===== src/rtl/flr_pkg.sv =====
package flr_pkg;

    localparam int ADDR_W  = 32;
    localparam int DATA_W  = 32;
    localparam int SEL_W   = 3;
    localparam int MIN_LOG = 8;
    localparam int IDX_W   = MIN_LOG + (1 << SEL_W) - 1;
    localparam int CNT_W   = IDX_W + 1;

    typedef struct packed {
        logic [ADDR_W-1:0] addr;
        logic [DATA_W-1:0] data;
    } flr_entry_t;

    // index mask for the selected list length
    function automatic logic [IDX_W-1:0] idx_mask(input logic [SEL_W-1:0] sel);
        logic [IDX_W:0] full;
        full = ((IDX_W+1)'(1) << (MIN_LOG + int'(sel))) - (IDX_W+1)'(1);
        return full[IDX_W-1:0];
    endfunction

    // byte address of a tail slot inside an aligned list
    function automatic logic [ADDR_W-1:0] slot_addr(input logic [ADDR_W-1:0] base,
                                                   input logic [SEL_W-1:0]  sel,
                                                   input logic [IDX_W-1:0]  idx);
        logic [ADDR_W-1:0] bmask;
        bmask = ADDR_W'({idx_mask(sel), 2'b11});
        return (base & ~bmask) | ADDR_W'({idx, 2'b00});
    endfunction

endpackage


===== src/rtl/flr_tail.sv =====
module flr_tail
    import flr_pkg::*;
(
    input  logic              clk,
    input  logic              rst,
    input  logic [SEL_W-1:0]  size_sel,
    input  logic [ADDR_W-1:0] list_base,
    input  logic              advance,
    output logic [IDX_W-1:0]  tail,
    output logic [ADDR_W-1:0] tail_addr
);
    logic [IDX_W-1:0] mask;
    logic [IDX_W-1:0] tail_q;

    assign mask = idx_mask(size_sel);

    always_ff @(posedge clk) begin
        if (rst) begin
            tail_q <= '0;
        end else if (advance) begin
            tail_q <= (tail_q + IDX_W'(1)) & mask;
        end
    end

    assign tail      = tail_q;
    assign tail_addr = slot_addr(list_base, size_sel, tail_q);

    // tail steps by one (mod size) on every accepted write
    a_r2_tail_step: assert property (@(posedge clk) disable iff (rst)
        advance |=> tail_q == (($past(tail_q) + IDX_W'(1)) & $past(mask)));

    // tail stays inside the selected list
    a_r8_tail_in_range: assert property (@(posedge clk) disable iff (rst)
        $stable(size_sel) |-> ((tail_q & ~mask) == '0));

endmodule


===== src/rtl/flr_queue.sv =====
module flr_queue
    import flr_pkg::*;
#(
    parameter int DEPTH = 4
) (
    input  logic       clk,
    input  logic       rst,
    input  logic       push,
    input  flr_entry_t push_ent,
    input  logic       pop,
    output flr_entry_t head,
    output logic       full,
    output logic       empty
);
    localparam int PTR_W = (DEPTH > 1) ? $clog2(DEPTH) : 1;
    localparam int CNT_W_Q = PTR_W + 1;

    flr_entry_t          store [DEPTH];
    logic [PTR_W-1:0]    wr_ptr;
    logic [PTR_W-1:0]    rd_ptr;
    logic [CNT_W_Q-1:0]  level;

    function automatic logic [PTR_W-1:0] bump(input logic [PTR_W-1:0] p);
        return (p == PTR_W'(DEPTH - 1)) ? '0 : p + PTR_W'(1);
    endfunction

    assign full  = (level == CNT_W_Q'(DEPTH));
    assign empty = (level == '0);
    assign head  = store[rd_ptr];

    always_ff @(posedge clk) begin
        if (push) begin
            store[wr_ptr] <= push_ent;
        end
    end

    always_ff @(posedge clk) begin
        if (rst) begin
            wr_ptr <= '0;
            rd_ptr <= '0;
            level  <= '0;
        end else begin
            if (push) wr_ptr <= bump(wr_ptr);
            if (pop)  rd_ptr <= bump(rd_ptr);
            case ({push, pop})
                2'b10:   level <= level + CNT_W_Q'(1);
                2'b01:   level <= level - CNT_W_Q'(1);
                default: level <= level;
            endcase
        end
    end

    // never written while full
    a_r5_no_overflow: assert property (@(posedge clk) disable iff (rst)
        push |-> !full);

    a_r4_no_underflow: assert property (@(posedge clk) disable iff (rst)
        pop |-> !empty);

endmodule


===== src/rtl/flr_counter.sv =====
module flr_counter
    import flr_pkg::*;
(
    input  logic             clk,
    input  logic             rst,
    input  logic             inc,
    input  logic             dec,
    output logic [CNT_W-1:0] count
);
    logic [CNT_W-1:0] cnt_q;
    logic             at_max;
    logic             at_zero;

    assign at_max  = (cnt_q == '1);
    assign at_zero = (cnt_q == '0);

    always_ff @(posedge clk) begin
        if (rst) begin
            cnt_q <= '0;
        end else begin
            case ({inc, dec})
                2'b10:   if (!at_max)  cnt_q <= cnt_q + CNT_W'(1);
                2'b01:   if (!at_zero) cnt_q <= cnt_q - CNT_W'(1);
                default: cnt_q <= cnt_q;
            endcase
        end
    end

    assign count = cnt_q;

    // a completion alone raises the count
    a_r6_count_up: assert property (@(posedge clk) disable iff (rst)
        (inc && !dec && !at_max) |=> cnt_q == $past(cnt_q) + CNT_W'(1));

    // completion and strobe together cancel
    a_r7_cancel: assert property (@(posedge clk) disable iff (rst)
        (inc && dec) |=> $stable(cnt_q));

    // strobe at zero leaves zero
    a_r7_floor: assert property (@(posedge clk) disable iff (rst)
        (dec && !inc && at_zero) |=> cnt_q == '0);

endmodule


===== src/rtl/free_list_return.sv =====
module free_list_return
    import flr_pkg::*;
#(
    parameter int QDEPTH = 4
) (
    input  logic                  clk,
    input  logic                  rst,
    input  logic [SEL_W-1:0]      size_sel,
    input  logic [ADDR_W-1:0]     list_base,
    input  logic                  h_wvalid,
    input  logic [DATA_W-1:0]     h_wdata,
    output logic                  h_wready,
    output logic                  m_req,
    output logic [ADDR_W-1:0]     m_addr,
    output logic [DATA_W-1:0]     m_data,
    input  logic                  m_ack,
    input  logic                  dec_stb,
    output logic [IDX_W-1:0]      tail_idx,
    output logic [CNT_W-1:0]      free_cnt
);
    logic              q_full;
    logic              q_empty;
    logic              accept;
    logic              done;
    logic [ADDR_W-1:0] slot;
    flr_entry_t        new_ent;
    flr_entry_t        head_ent;

    assign h_wready = !q_full;
    assign accept   = h_wvalid && !q_full;
    assign done     = m_ack && !q_empty;

    flr_tail u_tail (
        .clk       (clk),
        .rst       (rst),
        .size_sel  (size_sel),
        .list_base (list_base),
        .advance   (accept),
        .tail      (tail_idx),
        .tail_addr (slot)
    );

    always_comb begin
        new_ent.addr = slot;
        new_ent.data = h_wdata;
    end

    flr_queue #(.DEPTH(QDEPTH)) u_queue (
        .clk      (clk),
        .rst      (rst),
        .push     (accept),
        .push_ent (new_ent),
        .pop      (done),
        .head     (head_ent),
        .full     (q_full),
        .empty    (q_empty)
    );

    assign m_req  = !q_empty;
    assign m_addr = head_ent.addr;
    assign m_data = head_ent.data;

    flr_counter u_count (
        .clk   (clk),
        .rst   (rst),
        .inc   (done),
        .dec   (dec_stb),
        .count (free_cnt)
    );

    // request held with stable payload until acknowledged
    a_r9_req_hold: assert property (@(posedge clk) disable iff (rst)
        (m_req && !m_ack) |=> (m_req && $stable(m_addr) && $stable(m_data)));

    // accepting a write alone does not move the count
    a_r6_no_early_count: assert property (@(posedge clk) disable iff (rst)
        (accept && !done && !dec_stb) |=> $stable(free_cnt));

    // a stalled offer leaves the tail alone
    a_r5_stall_holds_tail: assert property (@(posedge clk) disable iff (rst)
        (h_wvalid && !h_wready) |=> $stable(tail_idx));

    // reset state
    a_r1_reset_state: assert property (@(posedge clk)
        $past(rst) |-> (tail_idx == '0 && free_cnt == '0 && !m_req && h_wready));

endmodule


===== config.mk =====
export PLATFORM = sky130hd
export DESIGN_NAME = free_list_return
export DESIGN_NICKNAME = d
export VERILOG_FILES = /design/src/rtl/flr_pkg.sv /design/src/rtl/flr_tail.sv /design/src/rtl/flr_queue.sv /design/src/rtl/flr_counter.sv /design/src/rtl/free_list_return.sv
export SDC_FILE = /design/constraint.sdc
export NUM_CORES = 1
export LEC_CHECK = 0
export BUFFER_PORTS_ARGS = -buffer_cell sky130_fd_sc_hd__buf_2
export CAP_MARGIN = 25
export CORE_MARGIN = 4
export CORE_UTILIZATION = 35
export CTS_BUF_LIST = sky130_fd_sc_hd__clkbuf_16
export DETAILED_ROUTE_END_ITERATION = 10
export PLACE_DENSITY = 0.5
export REMOVE_ABC_BUFFERS = 1
export SLEW_MARGIN = 10
export SYNTH_ARGS = -nofsm -noshare
export SYNTH_HDL_FRONTEND = slang
export SYNTH_SLANG_ARGS = --single-unit

===== constraint.sdc =====
create_clock -name clk -period 5.5 [get_ports clk]
set_clock_uncertainty 0.15 [all_clocks]
set_input_delay 1.1 -clock clk [delete_from_list [all_inputs] [get_ports clk]]
set_output_delay 1.1 -clock clk [all_outputs]
set_load 0.05 [all_outputs]

==> impl_metrics.json <==
{
  "rsz0062_at_grt": "no",
  "fin_crit_sh": 0.702,
  "min_path_type": "flop to flop",
  "nets": 948,
  "grt_max_degree": 63,
  "cp-end-kind": "output pin",
  "drv_slew": 0,
  "vias": 6731,
  "status": "complete, no violations",
  "place_inst": 1272,
  "cts_hold_buf": 0,
  "synth_top_area_frac": 0.623,
  "grt_pass1_wl_mm": 40.1,
  "synth_edf_count": 248,
  "fin_util": 0.425,
  "grt_pass1_vias": 6878,
  "ctsResizeCount": 0,
  "wl_per_cell_um": 19.6,
  "portBuffers": 156,
  "drive_gt1_frac": 0.336,
  "seq_area_frac_synth": 0.690,
  "postCtsSetupBuffers": 0,
  "yosys.area.top_type": "edfxtp_1",
  "synthArstFlopShare": 0,
  "synthDistinctLibCells": 70,
  "p_per_area_mw_per_mm2": 521,
  "yosys-top-cells-area": "edfxtp_1 62%, mux4_2 12%, dfxtp_1 6.7%",
  "cts.htree.levels": 2,
  "num_rows": 67,
  "clock-root-buffer": "clkbuf_16",
  "worst_pin_slew_ns": 0.940,
  "startpoint_type": "flop",
  "required_ns": 4.25,
  "holdWs_ns": 0.336,
  "crit_arrival_ns": 2.61,
  "clk_path_buf_depth": 3,
  "hold_viol": 0,
  "ant_nets": 0,
  "rrSetupSlack_ns": 1.74,
  "cts_buffers": 34,
  "hpwlAfterDp_mm": 15.8,
  "drc": 0,
  "syn_area_mm2": 0.0120,
  "ir_worst_vdd_v": 0.000273,
  "die_area_mm2": 0.0372,
  "drtPass1Iterations": 4,
  "crit_type": "flop to output pin",
  "fin_cells": 1336,
  "clk_latency_ns": 0.52,
  "die_h_um": 193,
  "grt.total_usage": 0.139,
  "min_period_ns": 3.86,
  "core_mm2": 0.0336,
  "antenna_found_initial": 0,
  "leakagePower_uw": 0.00506,
  "synth_area_per_cell_um2": 16.8,
  "viasPerCell": 5.04,
  "fp.dieW_um": 193,
  "setup_viol": 0,
  "wirelength_mm": 26.2,
  "ys_ff_latch": 288,
  "finalSetupTns_ns": 0,
  "start_util": 0.356,
  "cts.sinks": 288,
  "grt-ovfl-total": 0,
  "area_growth_pct": 19.4,
  "synth_commonest_cells": "248 x edfxtp_1, 62 x mux4_2, 40 x dfxtp_1",
  "antenna_cells": 0,
  "synthFlopType": "edfxtp_1",
  "yosysWarnings": 0,
  "syn_inst": 713,
  "yosysMostFrequentCell": "edfxtp_1",
  "critical_path.max_fanout": 41,
  "place_congestion": 0.768,
  "drtIter0Drc": 347,
  "ios": 169,
  "drv_cap": 0,
  "cts.clk_slew.worst_paths_ns": 0.06,
  "fmax_ghz": 0.259,
  "relSlewSlack": 0.373,
  "cts_tree": "done"
}
registers in the layout, indices dropped and copies added, names as in the netlist, named ones only:
name	count
u_queue.store	248
u_count.count	16
u_tail.tail	15
u_queue.level	3
u_queue.rd_ptr	2
u_queue.wr_ptr	2
where the power goes:
part | total, uW | switching, uW | internal [uW]
clock | 2110 | 860 | 1250
sequential | 2910 | 283 | 2620
combinational | 2420 | 1610 | 804
total | 7440 | 2760 | 4680
cell families (layout without fill, tap and decap cells):
logic type,count (synthesis),count (layout),share of synthesized area
muxes,75,75,0.129
DFF,288,288,0.690
adders and majority gates,13,13,0.0142
and+or+nand+nor,147,147,0.0675
xor gates and xnor gates,23,23,0.0168
other,1,2,0.000314
buffers and inverters,70,244,0.0282
AOI/OAI and AO/OA,96,96,0.0539
path summary, 6_finish.rpt:
path / start / end / depth (start not counted)
max: flop / m_addr[23] / 3
min: u_queue.rd_ptr[1] / flop / 2
max reg2reg: u_queue.level[2] / u_count.count[6] / 11
min reg2reg: u_queue.rd_ptr[1] / flop / 2
per-stage QoR:
stage / setup WS [ns] / cell area [um^2] / total power (uW)
5_1_grt: 1.40 / 14300 / 7830
3_5_place_dp: 1.27 / 13100 / 5400
4_1_cts: 1.50 / 14200 / 7550
6_report: 1.64 / 14300 / 7440
3_3_place_gp: 1.32 / 13100 / 5380
2_1_floorplan: 0.789 / 11700 / 4770
layer usage:
| metal | wire [um] | GRT usage | part of all wire |
|---|---|---|---|
| met5 | 0 | 0 | 0 |
| met1 | 11100 | 0.179 | 0.42 |
| met3 | 1460 | 0.0275 | 0.056 |
| met4 | 506 | 0.0362 | 0.019 |
| met2 | 13100 | 0.240 | 0.50 |
layout by cell type (no fill, tap or decap), drive strengths merged, types with 3 or more instances in the layout:
cell    count
edfxtp    248
buf       166
mux4       62
dfxtp      40
nor2       36
clkbuf     35
a21oi      29
inv        23
nand2      20
o21ai      19
nand3      16
clkinv     16
nor3       14
xor2       13
ha         12
a21o       10
xnor2      10
a211oi     10
and3       10
or3         9
nand4       8
mux2        8
mux2i       5
a31oi       5
nor2b       5
nor3b       4
nor4        4
and2        3
or4         3
and3b       3
or3b        3
worst max-delay path: stages, from the launching register on:
cell     delay [ns]
dfxtp_4        0.93
buf_4          0.37
mux4_2         0.53
buf_2          0.23
layout make-up:
type                    count  area, um^2
inverters                  17        63.8
well taps                 448         561
repair buffers            166         936
clock buffers              35         876
multi-input cells         356        3390
fillers                  3027       19300
clock inverters            26         189
flip-flops and latches    288        8260
Power figures use the tool's default switching activity.
